File: src/rtl/iacu_pkg.sv
package iacu_pkg;

  typedef enum logic [2:0] {
    K_ARITH  = 3'd0,
    K_EQ     = 3'd1,
    K_SLT    = 3'd2,
    K_SLE    = 3'd3,
    K_ULT    = 3'd4,
    K_ULE    = 3'd5,
    K_BYTEGE = 3'd6,
    K_NONE   = 3'd7
  } kind_e;

  typedef struct packed {
    kind_e      kind;
    logic       sub;
    logic       wide;
    logic [1:0] shamt;
    logic       trap;
  } ctl_t;

  // Function codes (7 bits)
  localparam logic [6:0] FN_ADD32    = 7'h00;
  localparam logic [6:0] FN_ADD32T   = 7'h40;
  localparam logic [6:0] FN_ADD32S4  = 7'h02;
  localparam logic [6:0] FN_ADD32S8  = 7'h12;
  localparam logic [6:0] FN_ADD64    = 7'h20;
  localparam logic [6:0] FN_ADD64T   = 7'h60;
  localparam logic [6:0] FN_ADD64S4  = 7'h22;
  localparam logic [6:0] FN_ADD64S8  = 7'h32;
  localparam logic [6:0] FN_SUB32    = 7'h09;
  localparam logic [6:0] FN_SUB32T   = 7'h49;
  localparam logic [6:0] FN_SUB32S4  = 7'h0b;
  localparam logic [6:0] FN_SUB32S8  = 7'h1b;
  localparam logic [6:0] FN_SUB64    = 7'h29;
  localparam logic [6:0] FN_SUB64T   = 7'h69;
  localparam logic [6:0] FN_SUB64S4  = 7'h2b;
  localparam logic [6:0] FN_SUB64S8  = 7'h3b;
  localparam logic [6:0] FN_CMPEQ    = 7'h2d;
  localparam logic [6:0] FN_CMPSLE   = 7'h6d;
  localparam logic [6:0] FN_CMPSLT   = 7'h4d;
  localparam logic [6:0] FN_CMPULE   = 7'h3d;
  localparam logic [6:0] FN_CMPULT   = 7'h1d;
  localparam logic [6:0] FN_BYTEGE   = 7'h0f;

  function automatic ctl_t mk_arith(input logic sub, input logic wide,
                                    input logic [1:0] shamt, input logic trap);
    ctl_t c;
    c.kind  = K_ARITH;
    c.sub   = sub;
    c.wide  = wide;
    c.shamt = shamt;
    c.trap  = trap;
    return c;
  endfunction

  function automatic ctl_t mk_other(input kind_e k);
    ctl_t c;
    c.kind  = k;
    c.sub   = 1'b0;
    c.wide  = 1'b1;
    c.shamt = 2'd0;
    c.trap  = 1'b0;
    return c;
  endfunction

endpackage

File: src/rtl/iacu_decode.sv
module iacu_decode
  import iacu_pkg::*;
#(
  parameter int FUNC_W = 7
) (
  input  logic [FUNC_W-1:0] func,
  output ctl_t              ctl
);

  always_comb begin
    case (func)
      FN_ADD32:   ctl = mk_arith(1'b0, 1'b0, 2'd0, 1'b0);
      FN_ADD32T:  ctl = mk_arith(1'b0, 1'b0, 2'd0, 1'b1);
      FN_ADD32S4: ctl = mk_arith(1'b0, 1'b0, 2'd2, 1'b0);
      FN_ADD32S8: ctl = mk_arith(1'b0, 1'b0, 2'd3, 1'b0);
      FN_ADD64:   ctl = mk_arith(1'b0, 1'b1, 2'd0, 1'b0);
      FN_ADD64T:  ctl = mk_arith(1'b0, 1'b1, 2'd0, 1'b1);
      FN_ADD64S4: ctl = mk_arith(1'b0, 1'b1, 2'd2, 1'b0);
      FN_ADD64S8: ctl = mk_arith(1'b0, 1'b1, 2'd3, 1'b0);
      FN_SUB32:   ctl = mk_arith(1'b1, 1'b0, 2'd0, 1'b0);
      FN_SUB32T:  ctl = mk_arith(1'b1, 1'b0, 2'd0, 1'b1);
      FN_SUB32S4: ctl = mk_arith(1'b1, 1'b0, 2'd2, 1'b0);
      FN_SUB32S8: ctl = mk_arith(1'b1, 1'b0, 2'd3, 1'b0);
      FN_SUB64:   ctl = mk_arith(1'b1, 1'b1, 2'd0, 1'b0);
      FN_SUB64T:  ctl = mk_arith(1'b1, 1'b1, 2'd0, 1'b1);
      FN_SUB64S4: ctl = mk_arith(1'b1, 1'b1, 2'd2, 1'b0);
      FN_SUB64S8: ctl = mk_arith(1'b1, 1'b1, 2'd3, 1'b0);
      FN_CMPEQ:   ctl = mk_other(K_EQ);
      FN_CMPSLE:  ctl = mk_other(K_SLE);
      FN_CMPSLT:  ctl = mk_other(K_SLT);
      FN_CMPULE:  ctl = mk_other(K_ULE);
      FN_CMPULT:  ctl = mk_other(K_ULT);
      FN_BYTEGE:  ctl = mk_other(K_BYTEGE);
      default:    ctl = mk_other(K_NONE);
    endcase
  end

endmodule

File: src/rtl/iacu_addsub.sv
module iacu_addsub #(
  parameter int DATA_W = 64,
  parameter int HALF_W = 32
) (
  input  logic              clk,
  input  logic              rst_n,
  input  logic [DATA_W-1:0] a,
  input  logic [DATA_W-1:0] b,
  input  logic              sub,
  input  logic              wide,
  input  logic [1:0]        shamt,
  output logic [DATA_W-1:0] sum,
  output logic              ovf_raw
);

  localparam int EXT_W = DATA_W - HALF_W;

  function automatic logic [DATA_W-1:0] f_scale(input logic [DATA_W-1:0] v,
                                                input logic [1:0] s);
    return v << s;
  endfunction

  function automatic logic [DATA_W-1:0] f_sext_half(input logic [DATA_W-1:0] v);
    return {{EXT_W{v[HALF_W-1]}}, v[HALF_W-1:0]};
  endfunction

  logic [DATA_W-1:0] a_s;
  logic [DATA_W-1:0] raw;
  logic              sgn_a, sgn_b, sgn_r;

  assign a_s   = f_scale(a, shamt);
  assign raw   = sub ? (a_s - b) : (a_s + b);
  assign sum   = wide ? raw : f_sext_half(raw);
  assign sgn_a = wide ? a_s[DATA_W-1] : a_s[HALF_W-1];
  assign sgn_b = wide ? b[DATA_W-1]   : b[HALF_W-1];
  assign sgn_r = wide ? raw[DATA_W-1] : raw[HALF_W-1];
  assign ovf_raw = sub ? ((sgn_a != sgn_b) && (sgn_r != sgn_a))
                       : ((sgn_a == sgn_b) && (sgn_r != sgn_a));

  // One-bit-wider results, used only as an independent overflow reference
  logic [DATA_W:0] ext_w;
  logic [HALF_W:0] ext_h;
  assign ext_w = sub ? ({a_s[DATA_W-1], a_s} - {b[DATA_W-1], b})
                     : ({a_s[DATA_W-1], a_s} + {b[DATA_W-1], b});
  assign ext_h = sub ? ({a_s[HALF_W-1], a_s[HALF_W-1:0]} - {b[HALF_W-1], b[HALF_W-1:0]})
                     : ({a_s[HALF_W-1], a_s[HALF_W-1:0]} + {b[HALF_W-1], b[HALF_W-1:0]});

  AST_ADD_OVF_WIDE: assert property (@(posedge clk) disable iff (!rst_n)
    (wide && !sub) |-> (ovf_raw == (ext_w[DATA_W] != ext_w[DATA_W-1])));
  AST_ADD_OVF_HALF: assert property (@(posedge clk) disable iff (!rst_n)
    (!wide && !sub) |-> (ovf_raw == (ext_h[HALF_W] != ext_h[HALF_W-1])));
  AST_SUB_OVF_WIDE: assert property (@(posedge clk) disable iff (!rst_n)
    (wide && sub) |-> (ovf_raw == (ext_w[DATA_W] != ext_w[DATA_W-1])));
  AST_SUB_OVF_HALF: assert property (@(posedge clk) disable iff (!rst_n)
    (!wide && sub) |-> (ovf_raw == (ext_h[HALF_W] != ext_h[HALF_W-1])));

endmodule

File: src/rtl/iacu_cmp.sv
module iacu_cmp #(
  parameter int DATA_W = 64,
  parameter int BYTE_W = 8
) (
  input  logic              clk,
  input  logic              rst_n,
  input  logic [DATA_W-1:0] a,
  input  logic [DATA_W-1:0] b,
  output logic              eq,
  output logic              slt,
  output logic              sle,
  output logic              ult,
  output logic              ule,
  output logic [DATA_W/BYTE_W-1:0] byte_ge
);

  localparam int NBYTES = DATA_W / BYTE_W;

  function automatic logic f_slt(input logic [DATA_W-1:0] x, input logic [DATA_W-1:0] y);
    return $signed(x) < $signed(y);
  endfunction

  assign eq  = (a == b);
  assign ult = (a < b);
  assign ule = ult | eq;
  assign slt = f_slt(a, b);
  assign sle = slt | eq;

  for (genvar i = 0; i < NBYTES; i++) begin : g_byte
    assign byte_ge[i] = (a[i*BYTE_W +: BYTE_W] >= b[i*BYTE_W +: BYTE_W]);
  end

  AST_EQ_EXCLUSIVE: assert property (@(posedge clk) disable iff (!rst_n)
    eq |-> (sle && ule && !slt && !ult));
  AST_SIGN_SPLIT: assert property (@(posedge clk) disable iff (!rst_n)
    (a[DATA_W-1] != b[DATA_W-1]) |-> (slt != ult));
  AST_EQ_ALL_BYTES: assert property (@(posedge clk) disable iff (!rst_n)
    eq |-> (&byte_ge));

endmodule

File: src/rtl/int_arith_unit.sv
module int_arith_unit
  import iacu_pkg::*;
#(
  parameter int DATA_W = 64,
  parameter int LIT_W  = 8,
  parameter int FUNC_W = 7
) (
  input  logic              clk,
  input  logic              rst_n,
  input  logic [DATA_W-1:0] opa,
  input  logic [DATA_W-1:0] opb,
  input  logic              b_is_lit,
  input  logic [LIT_W-1:0]  lit_val,
  input  logic [FUNC_W-1:0] func,
  output logic [DATA_W-1:0] result,
  output logic              ovf_trap,
  output logic              illegal_op
);

  localparam int HALF_W = DATA_W / 2;
  localparam int BYTE_W = 8;
  localparam int NBYTES = DATA_W / BYTE_W;

  ctl_t              ctl, ctl_q;
  logic [DATA_W-1:0] b_eff;
  logic [DATA_W-1:0] sum;
  logic              ovf_raw;
  logic              c_eq, c_slt, c_sle, c_ult, c_ule;
  logic [NBYTES-1:0] c_byte;
  logic [DATA_W-1:0] res_d;
  logic              ovf_d, ill_d;

  assign b_eff = b_is_lit ? {{(DATA_W-LIT_W){1'b0}}, lit_val} : opb;

  iacu_decode #(.FUNC_W(FUNC_W)) u_dec (.func(func), .ctl(ctl));

  iacu_addsub #(.DATA_W(DATA_W), .HALF_W(HALF_W)) u_as (
    .clk(clk), .rst_n(rst_n), .a(opa), .b(b_eff),
    .sub(ctl.sub), .wide(ctl.wide), .shamt(ctl.shamt),
    .sum(sum), .ovf_raw(ovf_raw)
  );

  iacu_cmp #(.DATA_W(DATA_W), .BYTE_W(BYTE_W)) u_cmp (
    .clk(clk), .rst_n(rst_n), .a(opa), .b(b_eff),
    .eq(c_eq), .slt(c_slt), .sle(c_sle), .ult(c_ult), .ule(c_ule),
    .byte_ge(c_byte)
  );

  function automatic logic [DATA_W-1:0] f_bool(input logic v);
    return {{(DATA_W-1){1'b0}}, v};
  endfunction

  always_comb begin
    res_d = '0;
    ovf_d = 1'b0;
    ill_d = 1'b0;
    case (ctl.kind)
      K_ARITH: begin
        res_d = sum;
        ovf_d = ctl.trap & ovf_raw;
      end
      K_EQ:     res_d = f_bool(c_eq);
      K_SLT:    res_d = f_bool(c_slt);
      K_SLE:    res_d = f_bool(c_sle);
      K_ULT:    res_d = f_bool(c_ult);
      K_ULE:    res_d = f_bool(c_ule);
      K_BYTEGE: res_d = {{(DATA_W-NBYTES){1'b0}}, c_byte};
      default:  ill_d = 1'b1;
    endcase
  end

  always_ff @(posedge clk or negedge rst_n) begin
    if (!rst_n) begin
      result     <= '0;
      ovf_trap   <= 1'b0;
      illegal_op <= 1'b0;
      ctl_q      <= mk_other(K_NONE);
    end else begin
      result     <= res_d;
      ovf_trap   <= ovf_d;
      illegal_op <= ill_d;
      ctl_q      <= ctl;
    end
  end

  AST_ILLEGAL_ZERO: assert property (@(posedge clk) disable iff (!rst_n)
    illegal_op |-> (result == '0 && !ovf_trap));
  AST_TRAP_ONLY_CODES: assert property (@(posedge clk) disable iff (!rst_n)
    ovf_trap |-> (ctl_q.kind == K_ARITH && ctl_q.trap));
  AST_CMP_BOOL: assert property (@(posedge clk) disable iff (!rst_n)
    (ctl_q.kind inside {K_EQ, K_SLT, K_SLE, K_ULT, K_ULE}) |-> (result[DATA_W-1:1] == '0));
  AST_BYTE_MASK: assert property (@(posedge clk) disable iff (!rst_n)
    (ctl_q.kind == K_BYTEGE) |-> (result[DATA_W-1:NBYTES] == '0));
  AST_SEXT_NARROW: assert property (@(posedge clk) disable iff (!rst_n)
    (ctl_q.kind == K_ARITH && !ctl_q.wide) |->
      (result[DATA_W-1:HALF_W] == {HALF_W{result[HALF_W-1]}}));

endmodule

File: config.mk
export PLATFORM = sky130hd
export DESIGN_NAME = int_arith_unit
export DESIGN_NICKNAME = d
export VERILOG_FILES = /design/src/rtl/iacu_pkg.sv /design/src/rtl/iacu_decode.sv /design/src/rtl/iacu_addsub.sv /design/src/rtl/iacu_cmp.sv /design/src/rtl/int_arith_unit.sv
export SDC_FILE = /design/constraint.sdc
export NUM_CORES = 1
export LEC_CHECK = 0
export BUFFER_PORTS_ARGS = -buffer_cell sky130_fd_sc_hd__buf_4
export CORE_UTILIZATION = 23
export CTS_CLUSTER_SIZE = 20
export DETAILED_ROUTE_END_ITERATION = 6
export GPL_ROUTABILITY_DRIVEN = 0
export PLACE_DENSITY = 0.46
export SYNTH_ARGS = -nofsm -noshare
export SYNTH_HDL_FRONTEND = slang
export SYNTH_SLANG_ARGS = --single-unit
export TNS_END_PERCENT = 100
File: constraint.sdc
create_clock -name clk -period 0.8 [get_ports clk]
set_input_delay 0.24 -clock clk [delete_from_list [all_inputs] [get_ports clk]]
set_output_delay 0.24 -clock clk [all_outputs]
set_load 0.005 [all_outputs]
Yosys cells after proc, flatten, opt, wreduce, memory -nomap -nowiden
Cells that the tools add are included.
{ "op_classes": {"n_bitwise": 3, "n_eq_ne": 31, "multipliers": 0, "order_cmp": 10, "n_mux": 11, "div_mod_pow": 0, "n_reduce_logical": 5, "n_addsub": 2, "n_shift": 1} }
{ "op_table": {"columns": ["operator", "n"], "rows": [
  ["case mux 64 bit (7 select lines)", 1],
  ["2-to-1 mux 64 bit", 3],
  ["case mux 8 bit (22 select lines)", 1],
  ["< comparator 64 bit", 2],
  ["adder 64 bit", 1],
  ["== test 64 bit", 1],
  [">= comparator 8 bit", 8],
  ["<< shifter 64 x 2 -> 64 bit", 1],
  ["subtractor 64 bit", 1],
  ["== test 7 x 6 -> 1 bit (second input constant)", 8],
  ["== test 7 bit (second input constant)", 6],
  ["== test 7 x 4 -> 1 bit (second input constant)", 3],
  ["== test 7 x 5 -> 1 bit (second input constant)", 3],
  ["== test 3 bit (second input constant)", 3],
  ["== test 7 x 2 -> 1 bit (second input constant)", 1],
  ["logical NOT 7 bit", 1],
  ["OR reduction 7 bit", 1],
  ["== test 3 x 2 -> 1 bit (second input constant)", 2],
  ["2-to-1 mux 1 bit", 6],
  ["== test 3 x 1 -> 1 bit (second input constant)", 1],
  ["logical NOT 3 bit", 1],
  ["logical AND 1 bit", 2],
  ["!= test 1 bit", 2],
  ["OR 1 bit", 2],
  ["other kinds (2)", 2]
]} }
{ "word_totals": {"input_bits": 146, "latchBits": 0, "rom_bits": 0, "memories": 0, "output_inout_bits": 66, "regBits": 66, "ramBits": 0} }

Depth between registers and ports, before layout
Gate-level depths: netlist of the first run.
{ "logic_depth": {"depth_word": 11, "mapped_depth": 25} }

Cells and area by module
A second synthesis of the first run with hierarchy kept.
{ "hier_totals": {"hier_cells": 1510, "area_unflattened_um2": 12061.6} }
{ "by_module_without_submodules": {"columns": ["mod", "instances", "seq_area_each_um2", "area_per_inst_um2", "cells_per_inst"], "rows": [
  ["iacu_addsub", 1, 0.0, 7048.0, 949],
  ["int_arith_unit", 1, 1651.6, 2712.6, 229],
  ["iacu_cmp", 1, 0.0, 2123.3, 304],
  ["iacu_decode", 1, 0.0, 177.7, 28]
]} }

Worst setup path before layout of the first run
No wires, ideal clock.
{ "synth_timing": {"path_type": "input -> register", "startpoint": "input b_is_lit", "endpoint": "register result[58]", "n_path_buf": 3, "t_required_ps": 663, "setup_time_ps": 137, "slack_ps": -4216, "stages": 25, "arrival_time_ps": 4879, "path_cell_list": "clkbuf_1 clkbuf_1 buf_1 mux2i_1 ha_1 and2_1 nand3_1 nor3_4 nand2_1 o21ai_0 nand2_1 o21ai_0 a22oi_1 ha_1 nand2_1 o21ai_0 a211oi_1 o31ai_1 o31ai_1 nor3_1 a21oi_1 o21ai_1 a41o_1 xnor2_1 a21oi_1"} }
{ "synth_via": {"elab_chain_cells": 5} }
{ "synth_lines": {"columns": ["item", "line_no", "source"], "rows": [
  ["start, declared", "int_arith_unit.sv:12", "input logic b_is_lit,"],
  ["2-to-1 mux 64 bit (*)", "int_arith_unit.sv:33", "assign b_eff = b_is_lit ? {{(DATA_W-LIT_W){1'b0}}, lit_val} : opb;"],
  ["adder 64 bit or subtractor 64 bit (tied branches)", "iacu_addsub.sv:32", "assign raw = sub ? (a_s - b) : (a_s + b);"],
  ["2-to-1 mux 64 bit (*)", "iacu_addsub.sv:32", null],
  ["2-to-1 mux 64 bit (*)", "iacu_addsub.sv:33", "assign sum = wide ? raw : f_sext_half(raw);"],
  ["case mux 64 bit (7 select lines) (*)", "int_arith_unit.sv:57", "case (ctl.kind)"],
  ["via res_d[58]", "int_arith_unit.sv:30", "logic [DATA_W-1:0] res_d;"],
  ["end signal, assigned", "int_arith_unit.sv:79", "result <= res_d;"],
  ["end, declared", "int_arith_unit.sv:15", "output logic [DATA_W-1:0] result,"]
]} }
The timed path passes the listed nets; every way through them passes the cells marked *.

Final worst setup path of the first run
{ "layout_timing": {"startpoint": "input opb[3]", "endpoint": "register result[57]"} }
{ "layout_via": {"elab_chain_cells": 5} }
{ "layout_lines": {"columns": ["item", "line_no", "source"], "rows": [
  ["start, declared", "int_arith_unit.sv:11", "input logic [DATA_W-1:0] opb,"],
  ["2-to-1 mux 64 bit (*)", "int_arith_unit.sv:33", null],
  ["adder 64 bit or subtractor 64 bit (tied branches)", "iacu_addsub.sv:32", null],
  ["2-to-1 mux 64 bit (*)", "iacu_addsub.sv:32", null],
  ["2-to-1 mux 64 bit (*)", "iacu_addsub.sv:33", null],
  ["case mux 64 bit (7 select lines) (*)", "int_arith_unit.sv:57", null],
  ["via res_d[57]", "int_arith_unit.sv:30", null]
]} }
Marked as above.

==> results_dict.tcl, run 1 <==
set metrics [dict create \
    drc 0 \
    crit_path_start_kind "primary input" \
    synthXorXnorAreaFrac_pct 10.1 \
    rsz0062_at_grt "true" \
    gr-total-overflow 0 \
    worstPathRequired_ps 1060 \
    slew_headroom_pct 62.3 \
    fin_crit_sh_pct 534 \
    p_total_mw 23.9 \
    drtIter0Drc 732 \
    crit_family "compound AO/OA/AOI/OAI gates" \
    detail_route.wirelength_mm 51.7 \
    cp-end-kind "flip-flop" \
    p_per_area_mw_per_mm2 1140 \
    grt_pass1_wl_mm 78.1 \
    clock_sinks 66 \
    ys_types 72 \
    wl_per_cell_um 17.9 \
    diodes 0 \
    yosys_warnings 0 \
    synth_edf_count 0 \
    dr.pass1.iters 5 \
    path_depth 26 \
    dp_slack_ps -4170 \
    grt_pass1_vias 14443 \
    leakagePower_nw 10.1 \
    maxCapViolCount 0 \
    drv_slew 0 \
    synth-compound-area-share_pct 26.7 \
    fin_setup_tns_ps -202890 \
    cts_made_buffers 9 \
    die_w_um 218 \
    slowest_stage "or4_4" \
    async_reset_ff_share_pct 100 \
    ir_worst_vdd_uv 1140 \
    yosysSeqAreaShare_pct 15.4 \
    postSynthAreaPerCell_um2 7.30 \
    syn_inst 1467 \
    design_area_mm2 0.0209 \
    hold_ws_ps 230 \
    syn-num-nets 1749 \
    pwr-share-seq_pct 15.4 \
    hold_viol 0 \
    synth_area_mm2 0.0107 \
    hold_depth 3 \
    grt_usage_pct 21.2 \
    grt_max_degree 49 \
    synth_mux_area_share_pct 6.64 \
    status "complete, but fails checks" \
    setup_ws_ps -3470 \
    placementRows 78 \
    viasPerCell 4.90 \
    synth_simple_gate_area_share_pct 21.4 \
    syn_to_final_growth_pct 95.4 \
    swShare_pct 40.2 \
    failed_checks "setup timing" \
    placed_cell_area_mm2 0.0174 \
    slowest_delay_ps 570 \
    clkPwrFrac_pct 16.6 \
    ant_nets 0 \
    crit_top_cell "buf_6" \
    clock_path_buffers 2 \
    synth_ff_type "dfrtp_1" \
    clkTransAtPathRegs_ps 70 \
    antenna_found_initial 0 \
    clock.fmax_mhz 234 \
    dpl.hpwl_mm 40.2 \
    die_h_um 218 \
    combPwrFrac_pct 68.0 \
    min_period_ps 4270 \
    cts-root-buf "clkbuf_16" \
    worstMarginPinSlew_ps 560 \
    p_int_mw 14.3 \
    critPathKind "primary input to flip-flop" \
    hp-class "primary input to flip-flop" \
    cp.arrival_ps 4530 \
    io-pin-count 212 \
    crit_buf_inv 6 \
    p_switching_mw 9.61 \
    setup_viol 132 \
    cts_tree "done" \
    core-area_mm2 0.0457 \
    critical_path.max_fanout 3 \
    vias 14150 \
    drive_gt1_share_pct 52.9 \
    numPortBuffers 211 \
    synth_top_family_by_area "compound AO/OA/AOI/OAI gates" \
    synthAdderAreaFrac_pct 16.0 \
    htreeDepth 3 \
    start_util_pct 23.5 \
    ys_ff_latch 66 \
    fillCellCount 4517 \
    fin_nets 2565 \
    dieArea_mm2 0.0474 \
]
cell type report:
type / count / area, um2 / share of cell area [%]
Clock buffer: 11 / 243 / 1.16
Clock inverter: 5 / 30.0 / 0.143
Inverter: 38 / 146 / 0.699
Multi-Input combinational cell: 1292 / 10700 / 50.9
Sequential cell: 66 / 1650 / 7.89
Tap cell: 600 / 751 / 3.59
Timing Repair Buffer: 876 / 7450 / 35.6
metrics by stage:
stage | utilization (%) | std cells
6_report | 45.8 | 2888
5_1_grt | 45.8 | 2888
4_1_cts | 42.7 | 2846
3_5_place_dp | 38.1 | 2768
3_3_place_gp | 38.1 | 2768
2_1_floorplan | - | 1467
cell usage after synthesis, types with 3 or more instances:
library cell  instances  area (um2)
nor3_1               21         105
mux2i_1              70         701
nand3_1              16        80.1
xor2_1               63         552
xnor2_1              60         526
o21ai_0             100         500
or2_2                 5        31.3
o221ai_1              3        26.3
o21ai_1               3        15.0
a22oi_1               8        60.1
or4_1                 6        45.0
inv_1                38         143
o21a_1                6        45.0
dfrtp_1              66        1650
nand4_1              34         213
a211oi_1              4        30.0
or3_1                 6        37.5
nor2b_1              22         138
nor4_1                9        56.3
a21oi_1             216        1080
o31ai_1              10        75.1
o41ai_1               3        26.3
nand2_1             141         529
a221oi_1              4        35.0
o21bai_1             15         113
nand2b_1             19         119
a21o_1               50         375
nor2_1              163         612
and3_1               13        81.3
o211ai_1              7        52.6
nand3b_1              5        37.5
and2_1                8        50.1
a31oi_1              17         106
buf_1                 7        26.3
ha_1                135        1690
a41oi_1               7        61.3
clkbuf_1             64         240
timing repair:
action                                 4_1_cts  5_1_grt
cloned                                       5        2
endpoints found under the hold margin       66        0
hold buffers                                 1        0
setup endpoints to repair                  132      132
resized for setup                          292      237
setup buffers                               59       51
pin swaps                                  127      168
per-layer routing:
| layer | GRT usage [%] | part of all wire (%) | vias up |
|---|---|---|---|
| li1 | - | - | 6966 |
| met1 | 27.8 | 45 | 6795 |
| met2 | 36.0 | 48 | 342 |
| met3 | 3.47 | 4.4 | 47 |
| met4 | 5.03 | 1.6 | 0 |
| met5 | 0 | 0 | - |
cell families (layout without fill, tap and decap cells):
logic type,Yosys count,count (layout)
and+or+nand+nor,484,484
AOI/OAI and AO/OA,478,478
adders and majority gates,136,136
xor gates and xnor gates,123,123
buffers and inverters,109,930
muxes,71,71
DFF,66,66
power groups by stage:
stage          Clock [mW]  Sequential, mW  Combinational (mW)
2_1_floorplan           0            3.71                6.17
3_3_place_gp            0            3.70                12.6
3_5_place_dp            0            3.70                12.7
4_1_cts              4.14            3.68                14.5
5_1_grt              4.27            3.70                17.5
6_report             3.96            3.68                16.3
state kept, by name (all words and copies together) (netlist names):
| name | flops |
|---|---|
| illegal_op | 1 |
| result | 64 |
| ovf_trap | 1 |
tightest hold or removal path, delay by kind of cell:
family,cells,cell delay [ps]
buf+inv,2,260
compound gates,1,80
cell usage in the layout, fill, tap and decap left out, types with 14 or more instances in the layout:
| cell type | count |
|---|---|
| a21o_1 | 48 |
| a21oi_2 | 63 |
| buf_6 | 137 |
| nand2_1 | 114 |
| nand4_1 | 34 |
| buf_4 | 712 |
| mux2i_1 | 68 |
| buf_12 | 19 |
| dfrtp_1 | 66 |
| nand2_2 | 18 |
| o21ai_2 | 29 |
| nor2_1 | 140 |
| a21oi_1 | 141 |
| ha_1 | 111 |
| nor2_4 | 14 |
| o21ai_1 | 31 |
| inv_1 | 33 |
| ha_4 | 19 |
| o21ai_0 | 37 |
| nand2b_1 | 16 |
| nor2b_1 | 18 |
| xnor2_1 | 43 |
| xor2_1 | 56 |
path summary, 6_finish.rpt:
check / end / startpoint
max: result[57]$_DFF_PN0_ / opb[3]
min: result[63]$_DFF_PN0_ / func[5]
max in group asynchronous: result[58]$_DFF_PN0_ / rst_n
min in group asynchronous: result[19]$_DFF_PN0_ / rst_n
Power figures use the tool's default switching activity.
==> inputs of run 2 (changes only) <==
CTS_BUF_LIST = sky130_fd_sc_hd__clkbuf_16   (was not set)
MAX_ROUTING_LAYER = met4   (was not set)
==> run 2 against run 1 <==
  * The flow still finishes with violations (setup timing)
  * Non-clock buffer count up 1
  * Via count down 0.25%
  * Worst hold slack better by 2.0 ps
  * Core utilization about the same
  * Largest cell class unchanged
  * Clock power down 3%
  * First-iteration DRC count down 1.4%
  * Global-route usage up 0.61 points
  * Combinational power about the same
  * Cell area about the same
  * Sequential share of layout area about the same
  * Final cell count about the same
  * Sequential power about the same
==> results_dict.tcl, run 2 (same netlist as run 1, synthesis figures left out) <==
set metrics [dict create \
    rsz0062_at_grt "true" \
    viasPerCell 4.88 \
    fillCellCount 4524 \
    detail_route.wirelength_mm 51.4 \
    seq_area_mm2 0.00165 \
    grt_usage_pct 21.8 \
    dpl.hpwl_mm 40.2 \
    cp.arrival_ps 4560 \
    antenna_found_initial 0 \
    layout_commonest_cell "buf_4" \
    fin_crit_sh_pct 538 \
    fin_setup_tns_ps -202710 \
    wl_per_cell_um 17.8 \
    cts_made_buffers 9 \
    fin_nets 2566 \
    die_w_um 218 \
    setup_viol 132 \
    ant_nets 0 \
    clkTransAtPathRegs_ps 70 \
    setup_ws_ps -3500 \
    p_per_area_mw_per_mm2 1130 \
    numPortBuffers 211 \
    failed_checks "setup timing" \
    gr-total-overflow 0 \
    hold_ws_ps 232 \
    min_to "result[63]$_DFF_PN0_" \
    slew_headroom_pct 63.2 \
    start_util_pct 23.5 \
    cts_tree "done" \
    drc 0 \
    placementRows 78 \
    min_period_ps 4300 \
    post-route-util_pct 45.8 \
    worstMarginPinSlew_ps 538 \
    grt_max_degree 49 \
    multi_input_area_mm2 0.0106 \
    crit_path_start_kind "primary input" \
    grt_pass1_vias 14421 \
    die_h_um 218 \
    clock.fmax_mhz 232 \
    htreeDepth 3 \
    io-pin-count 212 \
    hp-class "primary input to flip-flop" \
    drive_gt1_share_pct 52.7 \
    reg_top3 "result: 64 flops, illegal_op: 1 flops, ovf_trap: 1 flops" \
    maxCapViolCount 0 \
    clock_path_buffers 2 \
    vias 14114 \
    drtIter0Drc 722 \
    clock_sinks 66 \
    ir_worst_vdd_uv 1160 \
    core-area_mm2 0.0457 \
    syn_to_final_growth_pct 95.3 \
    cp-end-kind "flip-flop" \
    dieArea_mm2 0.0474 \
    design_area_mm2 0.0209 \
    critPathKind "primary input to flip-flop" \
    dr.pass1.iters 5 \
    status "complete, but fails checks" \
    drv_slew 0 \
    hold_start "func[5]" \
    placed_cell_area_mm2 0.0174 \
    leakagePower_nw 10.1 \
    worstPathRequired_ps 1060 \
    critical_path.max_fanout 3 \
    largest_reg_flops 64 \
    hold_depth 3 \
    hold_viol 0 \
    max_flop_register "result" \
    grt_pass1_wl_mm 78.0 \
    layout_common_cells "707 x buf_4, 142 x a21oi_1, 142 x buf_6" \
    cts-root-buf "clkbuf_16" \
]
[run 2: final cells by class]
cell class	count	share of cell area [%]
multi-input cells	1292	50.7
inverters	38	0.700
diodes	1	0.0120
flip-flops and latches	66	7.89
repair buffers	877	35.8
clock buffers	9	1.08
well taps	600	3.59
clock inverters	7	0.179
[run 2: critical path, stage by stage]
cell and delay, ps:
buf_6 90, or4_4 570, nor3_4 270, buf_4 150
o221a_4 210, nand2_2 50, o21ai_1 140, nand2_1 60
o21ai_1 90, a22oi_2 110, ha_1 360, buf_6 140
nand4_1 200, buf_4 170, a21oi_2 30, o21ai_2 80
nand3b_1 170, o21ai_2 250, buf_6 140, a21oi_4 70
o31ai_4 350, nand2b_4 110, buf_6 130, a31oi_4 120
xor2_1 170, a21oi_1 80
[run 2: metal layers]
layer / vias up / global-route usage, % / wire (um)
li1: 6980 / - / -
met1: 6736 / 28.1 / 23400
met2: 340 / 36.0 / 24900
met3: 58 / 2.90 / 2130
met4: 0 / 5.01 / 962
met5: - / - / 0
[run 2: how the worst max path moves through the flow]
stage / from / endpoint / slack, ps
floorplan: b_is_lit / result[61]$_DFF_PN0_ / -3440
global placement: b_is_lit / result[61]$_DFF_PN0_ / -4170
detailed placement: b_is_lit / result[61]$_DFF_PN0_ / -4170
CTS: opb[3] / result[61]$_DFF_PN0_ / -3310
global route: opb[3] / result[57]$_DFF_PN0_ / -3630
finish: opb[3] / result[57]$_DFF_PN0_ / -3500
[run 2: metrics by stage]
step                std cells  worst slack, ps  total power [mW]
detailed placement       2768            -4170              16.4
floorplan                1467            -3440              9.88
CTS                      2846            -3310              22.2
global route             2889            -3630              25.3
global placement         2768            -4170              16.3
finish                   2890            -3500              23.7
[run 2: timing repair]
item	CTS	global route
setup endpoints to repair	132	132
setup buffers	59	52
hold endpoints to repair	66	0
resized for setup	292	239
cloned	5	2
pin swaps	127	169
hold buffers	1	0
[run 2: power by group]
part | internal, mW | switching, mW | total [mW]
combinational | 8.54 | 7.68 | 16.2
clock | 2.05 | 1.79 | 3.85
sequential | 3.56 | 0.116 | 3.68
total | 14.2 | 9.59 | 23.7
==> inputs of run 3 (changes only) <==
ABC_AREA = 1   (was not set)
PLACE_DENSITY = not set   (was 0.46)
==> run 3 against run 2 <==
  * The run still ends with setup timing left
  * Maximum frequency is 27% higher
  * Combinational power is 22% higher
  * Sequential cell count is the same
  * Power grew 17%
  * Worst hold slack better by 140 ps
  * Critical path type unchanged
  * Worst setup slack improved by 920 ps
==> results_dict.tcl, run 3 <==
set metrics [dict create \
    clock_path_buffers 2 \
    die_w_um 241 \
    slowest_delay_ps 350 \
    gr-total-overflow 0 \
    clock.fmax_mhz 296 \
    rsz0062_at_grt "true" \
    cp-end-kind "flip-flop" \
    yosys-top-cells-area "nand2_1 18%, ha_1 13%, dfrtp_1 13%" \
    postSynthAreaPerCell_um2 5.71 \
    cp.arrival_ps 3650 \
    wl_per_cell_um 17.4 \
    slew_headroom_pct 57.5 \
    synth_area_mm2 0.0131 \
    grt_pass1_vias 17609 \
    crit_top_cell "nand2_1" \
    yosys_warnings 0 \
    drtIter0Drc 1248 \
    worstPathRequired_ps 1070 \
    synth_common_cells "622 x nand2_1, 350 x inv_1, 264 x nor2_1, 164 x o21ai_0, 141 x a21oi_1" \
    hold_ws_ps 375 \
    dp_slack_ps -3450 \
    dr.pass1.iters 6 \
    dpl.hpwl_mm 54.3 \
    start_util_pct 23.3 \
    drive_gt1_share_pct 49.2 \
    slowest_stage "ha_1" \
    drc 0 \
    viasPerCell 4.78 \
    largest_reg_flops 64 \
    layout_commonest_cell "buf_4" \
    io-pin-count 212 \
    layout_common_cells "735 x buf_4, 482 x nand2_1, 301 x inv_1" \
    synth_top_area_cell "nand2_1" \
    grt.met3_usage_pct 2.22 \
    antenna_found_initial 2 \
    min_period_ps 3380 \
    fin_crit_sh_pct 423 \
    synth_ff_type "dfrtp_1" \
    die_h_um 241 \
    ant_nets 0 \
    numPortBuffers 211 \
    grt_usage_pct 22.7 \
    setup_viol 132 \
    hold_viol 0 \
    critical_path.max_fanout 7 \
    synth_top_area_share_pct 17.8 \
    fin_nets 3427 \
    placementRows 87 \
    syn_to_final_growth_pct 89.1 \
    detail_route.wirelength_mm 67.8 \
    yosysMostFrequentCell "nand2_1" \
    core-area_mm2 0.0563 \
    ys_ff_latch 66 \
    hp-class "primary input to flip-flop" \
    maxCapViolCount 0 \
    hold_depth 6 \
    clock_sinks 66 \
    drv_slew 0 \
    finalNonFillerCells 3907 \
    max_flop_register "result" \
    reg_top3 "result: 64 flops, illegal_op: 1 flops, ovf_trap: 1 flops" \
    p_total_mw 27.7 \
    cts-root-buf "clkbuf_16" \
    yosysSeqAreaShare_pct 12.6 \
    ys_types 47 \
    design_area_mm2 0.0248 \
    crit_path_start_kind "primary input" \
    hold_start "func[6]" \
    leakagePower_nw 12.6 \
    post-route-util_pct 44.0 \
    htreeDepth 3 \
    grt_busiest_layer "met2" \
    setup_ws_ps -2580 \
    ir_worst_vdd_uv 1130 \
    cts_made_buffers 9 \
    placed_cell_area_mm2 0.0205 \
    async_reset_ff_share_pct 100 \
    grt_pass1_wl_mm 97.5 \
    synth_edf_count 0 \
    grtUsageMet2_pct 36.4 \
    worstMarginPinSlew_ps 630 \
    met1_usage_pct 29.7 \
    min_to "ovf_trap$_DFF_PN0_" \
    fin_setup_tns_ps -164750 \
    syn_inst 2292 \
    syn-num-nets 2574 \
    dp_cells 3800 \
    status "complete, but fails checks" \
    failed_checks "setup timing" \
    critPathKind "primary input to flip-flop" \
    p_per_area_mw_per_mm2 1120 \
    vias 18661 \
    grt_max_degree 46 \
    cts_tree "done" \
    dieArea_mm2 0.0579 \
    clkTransAtPathRegs_ps 80 \
]
==> run 3: worst max-delay path by stage <==
| stage | from | endpoint | slack [ps] |
|---|---|---|---|
| 6_report | b_is_lit | ovf_trap$_DFF_PN0_ | -2580 |
| 5_1_grt | b_is_lit | result[58]$_DFF_PN0_ | -2730 |
| 3_3_place_gp | b_is_lit | result[58]$_DFF_PN0_ | -3400 |
| 3_5_place_dp | b_is_lit | result[58]$_DFF_PN0_ | -3450 |
| 2_1_floorplan | b_is_lit | result[35]$_DFF_PN0_ | -2530 |
| 4_1_cts | b_is_lit | result[58]$_DFF_PN0_ | -2500 |
==> run 3: layer usage <==
metal  routed length, um  part of all wire [%]  up-vias
met3                4410                   6.5      153
met2               31300                    46      737
met5                   0                     0        -
met4                2810                   4.1        0
met1               29300                    43     8637
li1                    -                     -     9134
==> run 3: cells by family (layout without fill, tap and decap cells) <==
family	Yosys count	in the layout	share of synthesized area (%)
and+or+nand+nor	1140	1142	37.2
AOI/OAI and AO/OA	448	448	19.2
buffers and inverters	420	1276	12.5
adders and majority gates	136	136	13.1
xor gates and xnor gates	82	82	5.48
DFF	66	66	12.6
other	0	1	0
==> run 3: final cells by class <==
class | instances | area (um2)
multi-input combinational | 1808 | 12900
timing repair inverter | 3 | 33.8
sequential | 66 | 1650
fill | 5563 | 31500
clock inverter | 7 | 67.6
inverter | 370 | 1480
timing repair buffer | 887 | 7490
tap | 756 | 946
clock buffer | 9 | 225
antenna | 1 | 2.50
==> run 3: power by group <==
group	total (mW)	switching, mW	internal [mW]
clock network	4.23	1.83	2.41
logic	19.7	10.5	9.21
registers	3.81	0.176	3.63
==> run 3: worst max-delay path: cells and delay by family <==
kind                     cells  cell delay, ps
AND/OR/NAND/NOR             17            1690
buffers and inverters        9             940
adder cells (fa/ha/maj)      1             350
AO/OA/AOI/OAI                2             280
XOR/XNOR                     1             150
==> run 3: repair_timing <==
item	in CTS	in global routing
resized for setup	416	413
endpoints found under the hold margin	66	0
gates cloned	7	2
buffers inserted	47	42
hold buffers	1	0
pin swaps	96	175
setup endpoints to repair	132	132
